==> config.mk <==
export PLATFORM = sky130hd
export DESIGN_NAME = nbrRefresher
export DESIGN_NICKNAME = d
export VERILOG_FILES = /design/src/rtl/nbrRefresherPkg.sv /design/src/rtl/nbrRefresherCtl.sv /design/src/rtl/nbrRefresherDp.sv /design/src/rtl/nbrRefresher.sv
export SDC_FILE = /design/constraint.sdc
export NUM_CORES = 1
export LEC_CHECK = 0
export BUFFER_PORTS_ARGS = -buffer_cell sky130_fd_sc_hd__buf_2
export CAP_MARGIN = 25
export CORE_MARGIN = 2
export CORE_UTILIZATION = 51
export DETAILED_ROUTE_END_ITERATION = 6
export PLACE_DENSITY = 0.75
export SKIP_LAST_GASP = 1
export SLEW_MARGIN = 20
export SYNTH_ARGS = -nofsm -noshare
export SYNTH_HDL_FRONTEND = slang
export SYNTH_SLANG_ARGS = --single-unit
==> constraint.sdc <==
create_clock -name clk -period 2.76 [get_ports clk]
set_input_delay 0 -clock clk [delete_from_list [all_inputs] [get_ports clk]]
set_output_delay 0 -clock clk [all_outputs]
set_load 0.02 [all_outputs]
==> src/rtl/nbrRefresherPkg.sv <==
package nbrRefresherPkg;
  typedef struct packed {
    logic push;
    logic pop;
    logic drop;
    logic step;
    logic load;
  } ctlStrobes_t;
endpackage

==> src/rtl/nbrRefresherCtl.sv <==
module nbrRefresherCtl
  import nbrRefresherPkg::*;
#(
  parameter int DEPTH = 4,
  localparam int PTR_W = $clog2(DEPTH),
  localparam int CNT_W = PTR_W + 1
) (
  input  logic             clk,
  input  logic             rstN,
  input  logic             closeValid,
  input  logic             seedLoad,
  input  logic             hit,
  input  logic             reqReady,
  output ctlStrobes_t      strobes,
  output logic [PTR_W-1:0] wrPtr,
  output logic [PTR_W-1:0] rdPtr,
  output logic             reqValid
);
  logic [CNT_W-1:0] occupancy;
  logic             isFull;

  assign isFull   = (occupancy == CNT_W'(DEPTH));
  assign reqValid = (occupancy != '0);

  always_comb begin
    strobes.push = closeValid && hit && !isFull;
    strobes.drop = closeValid && hit && isFull;
    strobes.pop  = reqValid && reqReady;
    strobes.load = seedLoad;
    strobes.step = closeValid && !seedLoad;
  end

  always_ff @(posedge clk) begin
    if (!rstN) begin
      occupancy <= '0;
      wrPtr     <= '0;
      rdPtr     <= '0;
    end else begin
      if (strobes.push) wrPtr <= wrPtr + PTR_W'(1);
      if (strobes.pop)  rdPtr <= rdPtr + PTR_W'(1);
      occupancy <= occupancy + CNT_W'(strobes.push) - CNT_W'(strobes.pop);
    end
  end
endmodule

==> src/rtl/nbrRefresherDp.sv <==
module nbrRefresherDp
  import nbrRefresherPkg::*;
#(
  parameter int          ROW_W     = 14,
  parameter int          BANK_W    = 3,
  parameter int          DEPTH     = 4,
  parameter int          OVF_W     = 8,
  parameter logic [15:0] SEED_INIT = 16'hACE1,
  parameter logic [15:0] TAP_MASK  = 16'hB400,
  localparam int         PTR_W     = $clog2(DEPTH)
) (
  input  logic              clk,
  input  logic              rstN,
  input  ctlStrobes_t       strobes,
  input  logic [PTR_W-1:0]  wrPtr,
  input  logic [PTR_W-1:0]  rdPtr,
  input  logic [15:0]       seedValue,
  input  logic [15:0]       threshold,
  input  logic [BANK_W-1:0] closeBank,
  input  logic [ROW_W-1:0]  closeRow,
  output logic              hit,
  output logic [BANK_W-1:0] reqBank,
  output logic [ROW_W-1:0]  reqRow,
  output logic [OVF_W-1:0]  overflowCount
);
  logic [15:0]       lfsr;
  logic [15:0]       lfsrNext;
  logic [ROW_W-1:0]  nbrRow;
  logic [BANK_W-1:0] bankMem [DEPTH];
  logic [ROW_W-1:0]  rowMem  [DEPTH];

  assign hit      = (lfsr < threshold);
  assign lfsrNext = {1'b0, lfsr[15:1]} ^ (lfsr[0] ? TAP_MASK : 16'h0000);

  always_comb begin
    if (closeRow == '0)      nbrRow = ROW_W'(1);
    else if (&closeRow)      nbrRow = closeRow - ROW_W'(1);
    else if (lfsr[0])        nbrRow = closeRow + ROW_W'(1);
    else                     nbrRow = closeRow - ROW_W'(1);
  end

  always_ff @(posedge clk) begin
    if (!rstN) begin
      lfsr          <= SEED_INIT;
      overflowCount <= '0;
    end else begin
      if (strobes.load)      lfsr <= (seedValue == 16'h0000) ? 16'h0001 : seedValue;
      else if (strobes.step) lfsr <= lfsrNext;
      if (strobes.drop && !(&overflowCount)) overflowCount <= overflowCount + OVF_W'(1);
    end
  end

  always_ff @(posedge clk) begin
    if (strobes.push) begin
      bankMem[wrPtr] <= closeBank;
      rowMem[wrPtr]  <= nbrRow;
    end
  end

  assign reqBank = bankMem[rdPtr];
  assign reqRow  = rowMem[rdPtr];
endmodule

==> src/rtl/nbrRefresher.sv <==
module nbrRefresher
  import nbrRefresherPkg::*;
#(
  parameter int ROW_W  = 14,
  parameter int BANK_W = 3,
  parameter int DEPTH  = 4,
  parameter int OVF_W  = 8,
  localparam int PTR_W = $clog2(DEPTH)
) (
  input  logic              clk,
  input  logic              rstN,
  input  logic              seedLoad,
  input  logic [15:0]       seedValue,
  input  logic              closeValid,
  input  logic [BANK_W-1:0] closeBank,
  input  logic [ROW_W-1:0]  closeRow,
  input  logic [15:0]       threshold,
  output logic              reqValid,
  input  logic              reqReady,
  output logic [BANK_W-1:0] reqBank,
  output logic [ROW_W-1:0]  reqRow,
  output logic [OVF_W-1:0]  overflowCount
);
  ctlStrobes_t      strobes;
  logic [PTR_W-1:0] wrPtr;
  logic [PTR_W-1:0] rdPtr;
  logic             hit;

  nbrRefresherCtl #(.DEPTH(DEPTH)) u_ctl (
    .clk(clk), .rstN(rstN), .closeValid(closeValid), .seedLoad(seedLoad),
    .hit(hit), .reqReady(reqReady), .strobes(strobes),
    .wrPtr(wrPtr), .rdPtr(rdPtr), .reqValid(reqValid)
  );

  nbrRefresherDp #(.ROW_W(ROW_W), .BANK_W(BANK_W), .DEPTH(DEPTH), .OVF_W(OVF_W)) u_dp (
    .clk(clk), .rstN(rstN), .strobes(strobes), .wrPtr(wrPtr), .rdPtr(rdPtr),
    .seedValue(seedValue), .threshold(threshold), .closeBank(closeBank),
    .closeRow(closeRow), .hit(hit), .reqBank(reqBank), .reqRow(reqRow),
    .overflowCount(overflowCount)
  );
endmodule

==> impl_metrics.ini, run 1 <==
[timing]
slew_viol_final = 0
tns_ps = -47.55
hold_viol = 0
fin_skew_ps = 15.21
setup_viol = 1
fin_crit_sh = 1.017
max-slew-margin-rel = 0.4464
rsz0062_at_grt = yes
worst_pin_slew_ps = 829.3
min_period_ps = 2808
fmax_mhz = 356.2
setup_slack_ps = -47.55

[floorplanning]
core_mm2 = 0.009774
rows = 36
die_h_um = 104.5
start_util = 0.5271
dieArea_mm2 = 0.01092
die_w_um = 104.5
boundaryPins = 80

[power_and_ir_drop]
power_mw = 3.886
clkPwrFrac = 0.253
p_sw_frac = 0.3145
peakVddDrop_v = 0.0002957
power_frac_seq = 0.465
p_per_area_mw_per_mm2 = 613.1
intPower_mw = 2.664
switchingPower_mw = 1.222
leakagePower_nw = 2.440
p_comb_frac = 0.282

[synth]
synthCells = 440
synth_async_sr_flop_share = 0
yosys.cell_count.top_type = edfxtp_1
ys_seq_elements = 101
synth_flop_cell = edfxtp_1
synth_area_leaders = edfxtp_1 (40%), dfxtp_1 (13%), mux4_2 (7.4%)
syn_nets = 519
ys_seq_area_frac = 0.5245
yosys.area.top_type = edfxtp_1
yosysUniqueCellTypes = 55
synth.top_cell.area_share = 0.3963
syn_area_per_cell_um2 = 11.71
synth_edf_count = 68
synth_area_mm2 = 0.005152
synth_common_cells = edfxtp_1 (68), nor2_1 (44), dfxtp_1 (33), inv_1 (32), a21oi_1 (30)
yosysWarnings = 0

[cts]
cts_buffers = 9
clockBufferDepth = 2
root_buffer = clkbuf_8
cts.htree.levels = 3
cts.reportedPaths.clkPinSlew_ps = 110
clk_latency_ps = 370
cts_tree = yes
numClockSinks = 101
postCtsSetupBuffers = 0

[detailed_routing]
wirelength_um = 11660
drt_iter0_drc = 146
vias = 3897
ant_nets = 0
via_per_inst = 5.664
remaining_drc_errors = 0
first_pass_iters = 4
wl_per_cell_um = 16.95

[grt]
grt_max_degree = 29
grt_use_met3 = 0.03321
grt_use_met2 = 0.3968
grt.busiest_layer = met2
grt_overflow = 0
grt_pass1_wl_um = 19060
grt_usage = 0.2198
grt_use_met1 = 0.2739
grt_pass1_vias = 4020
grt_antenna_before_repair = 0

[setup_path]
path_class = reg -> reg
crit_arrival_ps = 3070
crit_path_end_kind = flop
regToRegEndpoint = u_ctl.occupancy[2]$_SDFF_PN0_
cp_max_fo = 2
r2r-start = u_dp.lfsr[1]$_SDFFE_PN0P_
rrSetupSlack_ps = -50
cp-start-kind = flop
cp.required_ps = 3020
r2r_cells = 13

[status]
status = finished with violations
violations = negative setup slack

[hold_path]
holdPathEnd = u_dp.lfsr[7]$_SDFFE_PN1P_
hold_depth = 2
hold_path.class = in -> reg
holdCritStartpoint = rstN

[placement]
port_buffers = 79
dpl.hpwl_um = 7842
routabilityCongestion = 0.8966
numPlacedInstances = 651
placed_area_mm2 = 0.005838

[cells_and_area]
drive_gt1_frac = 0.2955
seqCellArea_mm2 = 0.002705
synthToLayoutAreaGrowth_pct = 23.02
antenna_cells = 0
multi_input_area_mm2 = 0.002396
final_net_count = 629
fin_area_mm2 = 0.006339
fill_cells = 775
final-instance-count-excl-fill = 688

[job]
cap_violations = 0
## power by group through the flow
stage	clock (mW)	sequential (mW)	combinational, mW
after floorplan	0	1.81	0.747
after global placement	0	1.83	1.00
after detailed placement	0	1.84	1.03
after CTS	0.993	1.81	1.07
after global routing	1.05	1.82	1.20
final	0.984	1.81	1.10
## worst max-delay path: stages (launching register included)
cell and delay [ps]:
dfxtp_2 360, ha_4 190, a2111o_1 440, a31o_4 270, nor3_4 190, inv_2 60, ha_4 240, inv_4 50
ha_4 110, inv_2 30, fa_2 340, xor2_1 180, xnor2_1 180, nor2_1 60
## placed cells by master (no fill, tap or decap), types with 4 or more instances in the layout
cell type / n
nand2_1: 19
inv_1: 29
ha_4: 6
mux2i_1: 18
edfxtp_1: 68
and2_1: 7
and4_1: 4
dfxtp_1: 31
nand2b_1: 6
xnor2_1: 6
nand4_1: 8
a21oi_1: 27
clkbuf_8: 9
nor3_1: 5
mux4_2: 17
nor2_1: 44
nor4_1: 11
o31ai_1: 4
or4_1: 4
o21ai_0: 12
and3_1: 5
buf_2: 79
nand3_1: 9
dlygate4sd3_1: 21
mux2_2: 9
buf_4: 18
ha_1: 18
## logic make-up after synthesis
group,Yosys count,synth area share
compound gates,74,0.09155
buf+inv,52,0.03861
mux,44,0.1289
fa+ha+maj,25,0.06217
flops,101,0.5245
simple gates,136,0.1406
xor+xnor,8,0.01360
## per-stage QoR
| step | util | hold slack, ps | setup WS [ps] |
|---|---|---|---|
| after global routing | 0.6485 | 22.19 | -107.4 |
| after floorplan | - | 98.87 | -46.31 |
| final | 0.6485 | 11.61 | -47.55 |
| after global placement | 0.5973 | 212.0 | -9.006 |
| after CTS | 0.6423 | 0.6138 | -13.50 |
| after detailed placement | 0.5973 | 219.9 | -99.08 |
## final cells by class
| type | instances | share of cell area |
|---|---|---|
| timing repair buffer | 118 | 0.1169 |
| multi-input combinational | 287 | 0.3780 |
| tap | 133 | 0.02625 |
| inverter | 33 | 0.01994 |
| clock inverter | 7 | 0.01263 |
| sequential | 101 | 0.4268 |
| clock buffer | 9 | 0.01954 |
## per-layer routing
layer / vias to the layer above / wire, um
met4: 0 / 139
li1: 1870 / -
met3: 17 / 596
met1: 1879 / 4935
met5: - / 0
met2: 131 / 5988
## flip-flops by register name (all words and copies together) (netlist names), named ones only
signal,cells
u_ctl.occupancy,3
u_ctl.rdPtr,2
u_ctl.wrPtr,2
u_dp.bankMem,12
u_dp.lfsr,16
u_dp.overflowCount,8
u_dp.rowMem,56
## what timing repair did
item,in CTS,in global routing
endpoints found under the setup margin,1,2
gates resized for setup,6,12
hold endpoints to repair,28,0
hold buffers,21,0
pin swaps,5,7
gates cloned,0,0
## worst max path at each step
stage | from | to | slack (ps) | cells past startpoint
detailed placement | u_dp.lfsr[1]$_SDFFE_PN0P_ | u_ctl.occupancy[2]$_SDFF_PN0_ | -100 | 13
floorplan | u_dp.lfsr[1]$_SDFFE_PN0P_ | u_ctl.occupancy[2]$_SDFF_PN0_ | -50 | 13
CTS | u_dp.lfsr[1]$_SDFFE_PN0P_ | u_ctl.occupancy[2]$_SDFF_PN0_ | -10 | 13
global placement | u_dp.lfsr[1]$_SDFFE_PN0P_ | u_ctl.occupancy[2]$_SDFF_PN0_ | -9 | 13
global route | u_dp.lfsr[1]$_SDFFE_PN0P_ | u_ctl.occupancy[2]$_SDFF_PN0_ | -110 | 13
finish | u_dp.lfsr[1]$_SDFFE_PN0P_ | u_ctl.occupancy[2]$_SDFF_PN0_ | -50 | 13
(Power assumes the default switching activity.)
==> run 2: changes to the inputs <==
--- a/config.mk
+++ b/config.mk
@@ -10,7 +10,7 @@
 export CORE_MARGIN = 2
 export CORE_UTILIZATION = 51
 export DETAILED_ROUTE_END_ITERATION = 6
-export PLACE_DENSITY = 0.75
+export PLACE_DENSITY = 0.81
 export SKIP_LAST_GASP = 1
 export SLEW_MARGIN = 20
 export SYNTH_ARGS = -nofsm -noshare
==> run 2 against run 1 <==
  * The flow now finishes without violations
  * Worst hold slack better by 1.5 ps
  * Clock skew decreased by 1.5 ps
  * Via count up 1.7%
  * Non-clock buffer count increased by 4
  * Critical endpoint unchanged
==> impl_metrics.ini, run 2 (same netlist as run 1, synthesis figures left out) <==
[setup_path]
cp.required_ps = 3000
crit_path_max_incr_delay_ps = 410
crit_arrival_ps = 2980
crit_chain = ha_1 > a2111o_1 > a31o_4 > nor3_4 > inv_1 > ha_1 > inv_1 > ha_1 > inv_1 > fa_2 > xor2_1 > xnor2_1 > nor2_1
cp-start-kind = flop
r2r-start = u_dp.lfsr[1]$_SDFFE_PN0P_
rrSetupSlack_ps = 20
regToRegEndpoint = u_ctl.occupancy[2]$_SDFF_PN0_
cp_max_fo = 2
cp.depth = 13
path_buf_inv = 3
crit_path_end_kind = flop
crit_family = adder cells
crit_path_top_delay_cell = a2111o_1
r2r_cells = 13
path_class = reg -> reg

[floorplanning]
core_mm2 = 0.009774
start_util = 0.5271
die_w_um = 104.5
die_h_um = 104.5
rows = 36
dieArea_mm2 = 0.01092
boundaryPins = 80

[detailed_routing]
routed.top_layer = met4
met2_length_um = 6111
vias = 3963
wirelength_um = 11560
first_pass_iters = 5
wirelength_met1_um = 4495
met3_length_um = 710
remaining_drc_errors = 0
wl_per_cell_um = 16.70
ant_nets = 0
drt_iter0_drc = 178
via_per_inst = 5.727

[cells_and_area]
fin_util = 0.6445
largest_register_ffs = 56
antenna_cells = 0
final_common_cell = buf_2
top_register = u_dp.rowMem
final-instance-count-excl-fill = 692
fill_cells = 773
reg.largest.list = u_dp.rowMem (56), u_dp.lfsr (16), u_dp.bankMem (12)
final_cell_mix = buf_2 (79), edfxtp_1 (68), nor2_1 (44), inv_1 (32), dfxtp_1 (30)
final_net_count = 633
synthToLayoutAreaGrowth_pct = 22.27
drive_gt1_frac = 0.2844

[hold_path]
hold_depth = 2
holdCritStartpoint = rstN
holdPathEnd = u_dp.lfsr[7]$_SDFFE_PN1P_
hold_path.class = in -> reg

[cts]
clk_latency_ps = 360
cts_buffers = 9
cts.htree.levels = 3
root_buffer = clkbuf_8
numClockSinks = 101
cts.reportedPaths.clkPinSlew_ps = 100
clockBufferDepth = 2
cts_tree = yes

[timing]
min_period_ps = 2744
worst_pin_slew_ps = 927.5
rsz0062_at_grt = yes
setup_viol = 0
fin_skew_ps = 13.73
hold_viol = 0
max-slew-margin-rel = 0.3808
slew_viol_final = 0
fmax_mhz = 364.4
fin_crit_sh = 0.9944
tns_ps = 0

[power_and_ir_drop]
leakagePower_nw = 2.442
p_per_area_mw_per_mm2 = 595.2
power_mw = 3.750
peakVddDrop_v = 0.0003220

[grt]
grt_max_degree = 29
grt_pass1_wl_um = 18760
grt_pass1_vias = 3962
grt_antenna_before_repair = 0
grt_usage = 0.2168
grt_overflow = 0

[placement]
numPlacedInstances = 652
port_buffers = 79
dpl.hpwl_um = 7854
routabilityCongestion = 0.8799

[status]
status = finished, final reports clean

[job]
cap_violations = 0
[run 2: changes by cell type in the layout (fill, tap and decap cells not counted), sizes merged]
cell / before / now
buf: 97 / 99
bufinv: 1 / 0
clkbuf: 9 / 10
clkinv: 4 / 2
clkinvlp: 0 / 2
dlygate4sd3: 21 / 23
[run 2: repair_timing]
action	4_1_cts	5_1_grt
gates resized for setup	7	2
setup buffers	1	0
setup endpoints to repair	1	2
endpoints found under the hold margin	28	0
pin swaps	5	0
hold buffers	23	0
[run 2: final cells by class]
type                            count  area (um^2)  area share
Sequential cell                   101         2706      0.4296
Inverter                           33        123.9     0.01966
Tap cell                          133        166.4     0.02642
Timing Repair Buffer              122        775.7      0.1231
Clock inverter                      6        55.05    0.008739
Clock buffer                       10        127.6     0.02026
Multi-Input combinational cell    287         2345      0.3722
[run 2: worst max-delay path by stage]
stage                         startpoint                             to
2_1_floorplan  u_dp.lfsr[1]$_SDFFE_PN0P_  u_ctl.occupancy[2]$_SDFF_PN0_
3_3_place_gp   u_dp.lfsr[1]$_SDFFE_PN0P_  u_ctl.occupancy[2]$_SDFF_PN0_
3_5_place_dp   u_dp.lfsr[1]$_SDFFE_PN0P_  u_ctl.occupancy[2]$_SDFF_PN0_
4_1_cts        u_dp.lfsr[1]$_SDFFE_PN0P_  u_ctl.occupancy[2]$_SDFF_PN0_
5_1_grt        u_dp.lfsr[1]$_SDFFE_PN0P_  u_ctl.occupancy[2]$_SDFF_PN0_
6_report       u_dp.lfsr[1]$_SDFFE_PN0P_  u_ctl.occupancy[2]$_SDFF_PN0_
[run 2: metrics by stage]
stage	instance area [um^2]	hold WS, ps	setup slack (ps)
2_1_floorplan	5218	98.87	-46.31
5_1_grt	6300	22.91	-183.4
4_1_cts	6294	2.709	6.400
3_5_place_dp	5846	226.6	-76.47
3_3_place_gp	5846	214.3	-17.17
6_report	6300	13.13	15.57
[run 2: power breakdown]
group | total, mW | internal (mW) | leakage [nW] | switching (mW)
combinational | 1.06 | 0.486 | 1.47 | 0.572
clock | 0.884 | 0.346 | 0.0869 | 0.538
sequential | 1.81 | 1.73 | 0.888 | 0.0799
[run 2: metal layers]
metal / up-vias / track usage
met5: - / 0
met4: 0 / 0.07722
met3: 24 / 0.04073
met2: 163 / 0.3936
met1: 1890 / 0.2549
li1: 1886 / -
[run 2: worst register-to-register path, cell delays in order, from the launching register on]
cell and delay (ps):
dfxtp_2 330, ha_1 270, a2111o_1 410, a31o_4 260
nor3_4 120, inv_1 60, ha_1 260, inv_1 60
ha_1 130, inv_1 50, fa_2 330, xor2_1 180
xnor2_1 130, nor2_1 60
==> run 3: changes to the inputs <==
--- a/config.mk
+++ b/config.mk
@@ -7,10 +7,12 @@
 export LEC_CHECK = 0
 export BUFFER_PORTS_ARGS = -buffer_cell sky130_fd_sc_hd__buf_2
 export CAP_MARGIN = 25
+export CORE_ASPECT_RATIO = 1.5
 export CORE_MARGIN = 2
 export CORE_UTILIZATION = 51
 export DETAILED_ROUTE_END_ITERATION = 6
 export PLACE_DENSITY = 0.81
+export RECOVER_POWER = 100
 export SKIP_LAST_GASP = 1
 export SLEW_MARGIN = 20
 export SYNTH_ARGS = -nofsm -noshare
==> run 3 against run 2 <==
  * The run now ends with negative setup slack left
  * Final area is 0.50% lower
  * Clock skew is 6.3 ps lower
  * Fmax is 0.89% lower
  * Utilization is 0.12 points lower
  * Non-clock buffer count is 6 lower
  * Cell count is 3.5% lower
  * Largest power group unchanged
  * Highest routed layer is now met5
==> impl_metrics.ini, run 3 (same netlist as run 1, synthesis figures left out) <==
[hold_path]
hold_path.class = in -> reg
holdCritStartpoint = rstN

[grt]
grt_overflow = 0
grt_antenna_before_repair = 2
grt_pass1_vias = 3943
grt_max_degree = 29
grt_usage = 0.2116
grt_pass1_wl_um = 17950

[detailed_routing]
routed.top_layer = met5
met2_length_um = 6059
wirelength_met1_um = 4239
first_pass_iters = 4
met3_length_um = 478
vias = 3839
wl_per_cell_um = 16.56
wirelength_um = 11060
ant_nets = 0
remaining_drc_errors = 0
via_per_inst = 5.747
drt_iter0_drc = 190

[cts]
root_buffer = clkbuf_16
numClockSinks = 101
cts.reportedPaths.clkPinSlew_ps = 70
cts_buffers = 9
clockBufferDepth = 2
cts_tree = yes
cts.htree.levels = 3
clk_latency_ps = 350
postCtsSetupBuffers = 0

[timing]
fmax_mhz = 361.1
min_period_ps = 2769
slew_viol_final = 0
setup_viol = 1
hold_viol = 0
fin_skew_ps = 7.415
max-slew-margin-rel = 0.4190
tns_ps = -8.991
fin_crit_sh = 1.003
rsz0062_at_grt = yes
setup_slack_ps = -8.991
worst_pin_slew_ps = 864.2

[power_and_ir_drop]
switchingPower_mw = 1.215
p_per_area_mw_per_mm2 = 641.7
intPower_mw = 2.808
peakVddDrop_v = 0.0002875
p_comb_frac = 0.257
power_frac_seq = 0.449
clkPwrFrac = 0.294
p_sw_frac = 0.3020
leakagePower_nw = 2.354

[cells_and_area]
top_register = u_dp.rowMem
final_cell_mix = edfxtp_1 (68), buf_2 (48), nor2_1 (43), clkbuf_1 (34), inv_1 (31)
seqCellArea_mm2 = 0.002706
antenna_cells = 0
synthToLayoutAreaGrowth_pct = 21.66
fill_cells = 746
final_common_cell = edfxtp_1
largest_register_ffs = 56
final_net_count = 627
multi_input_area_mm2 = 0.002351
fin_util = 0.6433
reg.largest.list = u_dp.rowMem (56), u_dp.lfsr (16), u_dp.bankMem (12)
drive_gt1_frac = 0.2170

[status]
status = finished with violations
violations = negative setup slack

[floorplanning]
die_h_um = 127.1
dieArea_mm2 = 0.01094
die_w_um = 86.07
start_util = 0.5288
rows = 44
boundaryPins = 80
core_mm2 = 0.009744

[placement]
routabilityCongestion = 0.8620
port_buffers = 79
dpl.hpwl_um = 7780

[setup_path]
cp.required_ps = 2990
cp-startpoint = u_dp.lfsr[2]$_SDFFE_PN0P_
crit_path_end_kind = flop
path_class = reg -> reg
cp-start-kind = flop
r2r-start = u_dp.lfsr[2]$_SDFFE_PN0P_
cp_max_fo = 3
crit_arrival_ps = 3000

[job]
cap_violations = 0
run 3: final timing paths:
kind	to	slack (ps)	cells after the start
max	u_ctl.occupancy[2]$_SDFF_PN0_	-9	13
min	u_dp.lfsr[0]$_SDFFE_PN1P_	8	2
max reg2reg	u_ctl.occupancy[2]$_SDFF_PN0_	-9	13
min reg2reg	u_dp.overflowCount[5]$_SDFFE_PN0P_	490	2
run 3: critical path, cell delays in order (launching register included):
cell and delay, ps:
dfxtp_1 330, ha_1 210, a2111o_1 380, a31o_4 240, nor3_4 180, inv_1 60
ha_1 260, inv_1 60, ha_2 160, inv_2 40, fa_2 340, xor2_2 150
xnor2_1 170, nor2_1 50
run 3: power groups by stage:
stage               Sequential [mW]  Clock [mW]  Combinational (mW)
finish                         1.81        1.18                1.04
global route                   1.82        1.25                1.14
CTS                            1.80        1.20                1.07
detailed placement             1.84           0                1.04
global placement               1.83           0                1.01
floorplan                      1.81           0               0.747
run 3: metal layers:
layer  GRT usage  vias to the layer above
met5           0                        -
met4      0.1064                        2
met3     0.04522                       25
met2      0.3849                       92
met1      0.2264                     1848
li1            -                     1872
run 3: area by class of cell:
class,instances,area share
Sequential cell,101,0.4317
Multi-Input combinational cell,287,0.3750
Timing Repair Buffer,116,0.1064
Clock buffer,10,0.03653
Tap cell,115,0.02295
Inverter,33,0.01976
Clock inverter,6,0.007585
run 3: through the flow:
| step | total power, mW | cells | hold WS, ps | cell area [um^2] | setup slack [ps] |
|---|---|---|---|---|---|
| after floorplan | 2.554 | 440 | 98.87 | 5218 | -46.31 |
| after global placement | 2.841 | 632 | 213.0 | 5808 | -18.72 |
| after detailed placement | 2.875 | 632 | 223.2 | 5808 | -100.7 |
| after CTS | 4.077 | 668 | 1.187 | 6304 | -41.30 |
| after global routing | 4.214 | 668 | 32.67 | 6269 | -150.3 |
| final | 4.023 | 668 | 7.850 | 6269 | -8.991 |
run 3: repair_timing:
action,4_1_cts,5_1_grt
hold endpoints to repair,28,0
endpoints found under the setup margin,1,1
hold buffers,20,0
pin swaps,5,10
resized for setup,6,12
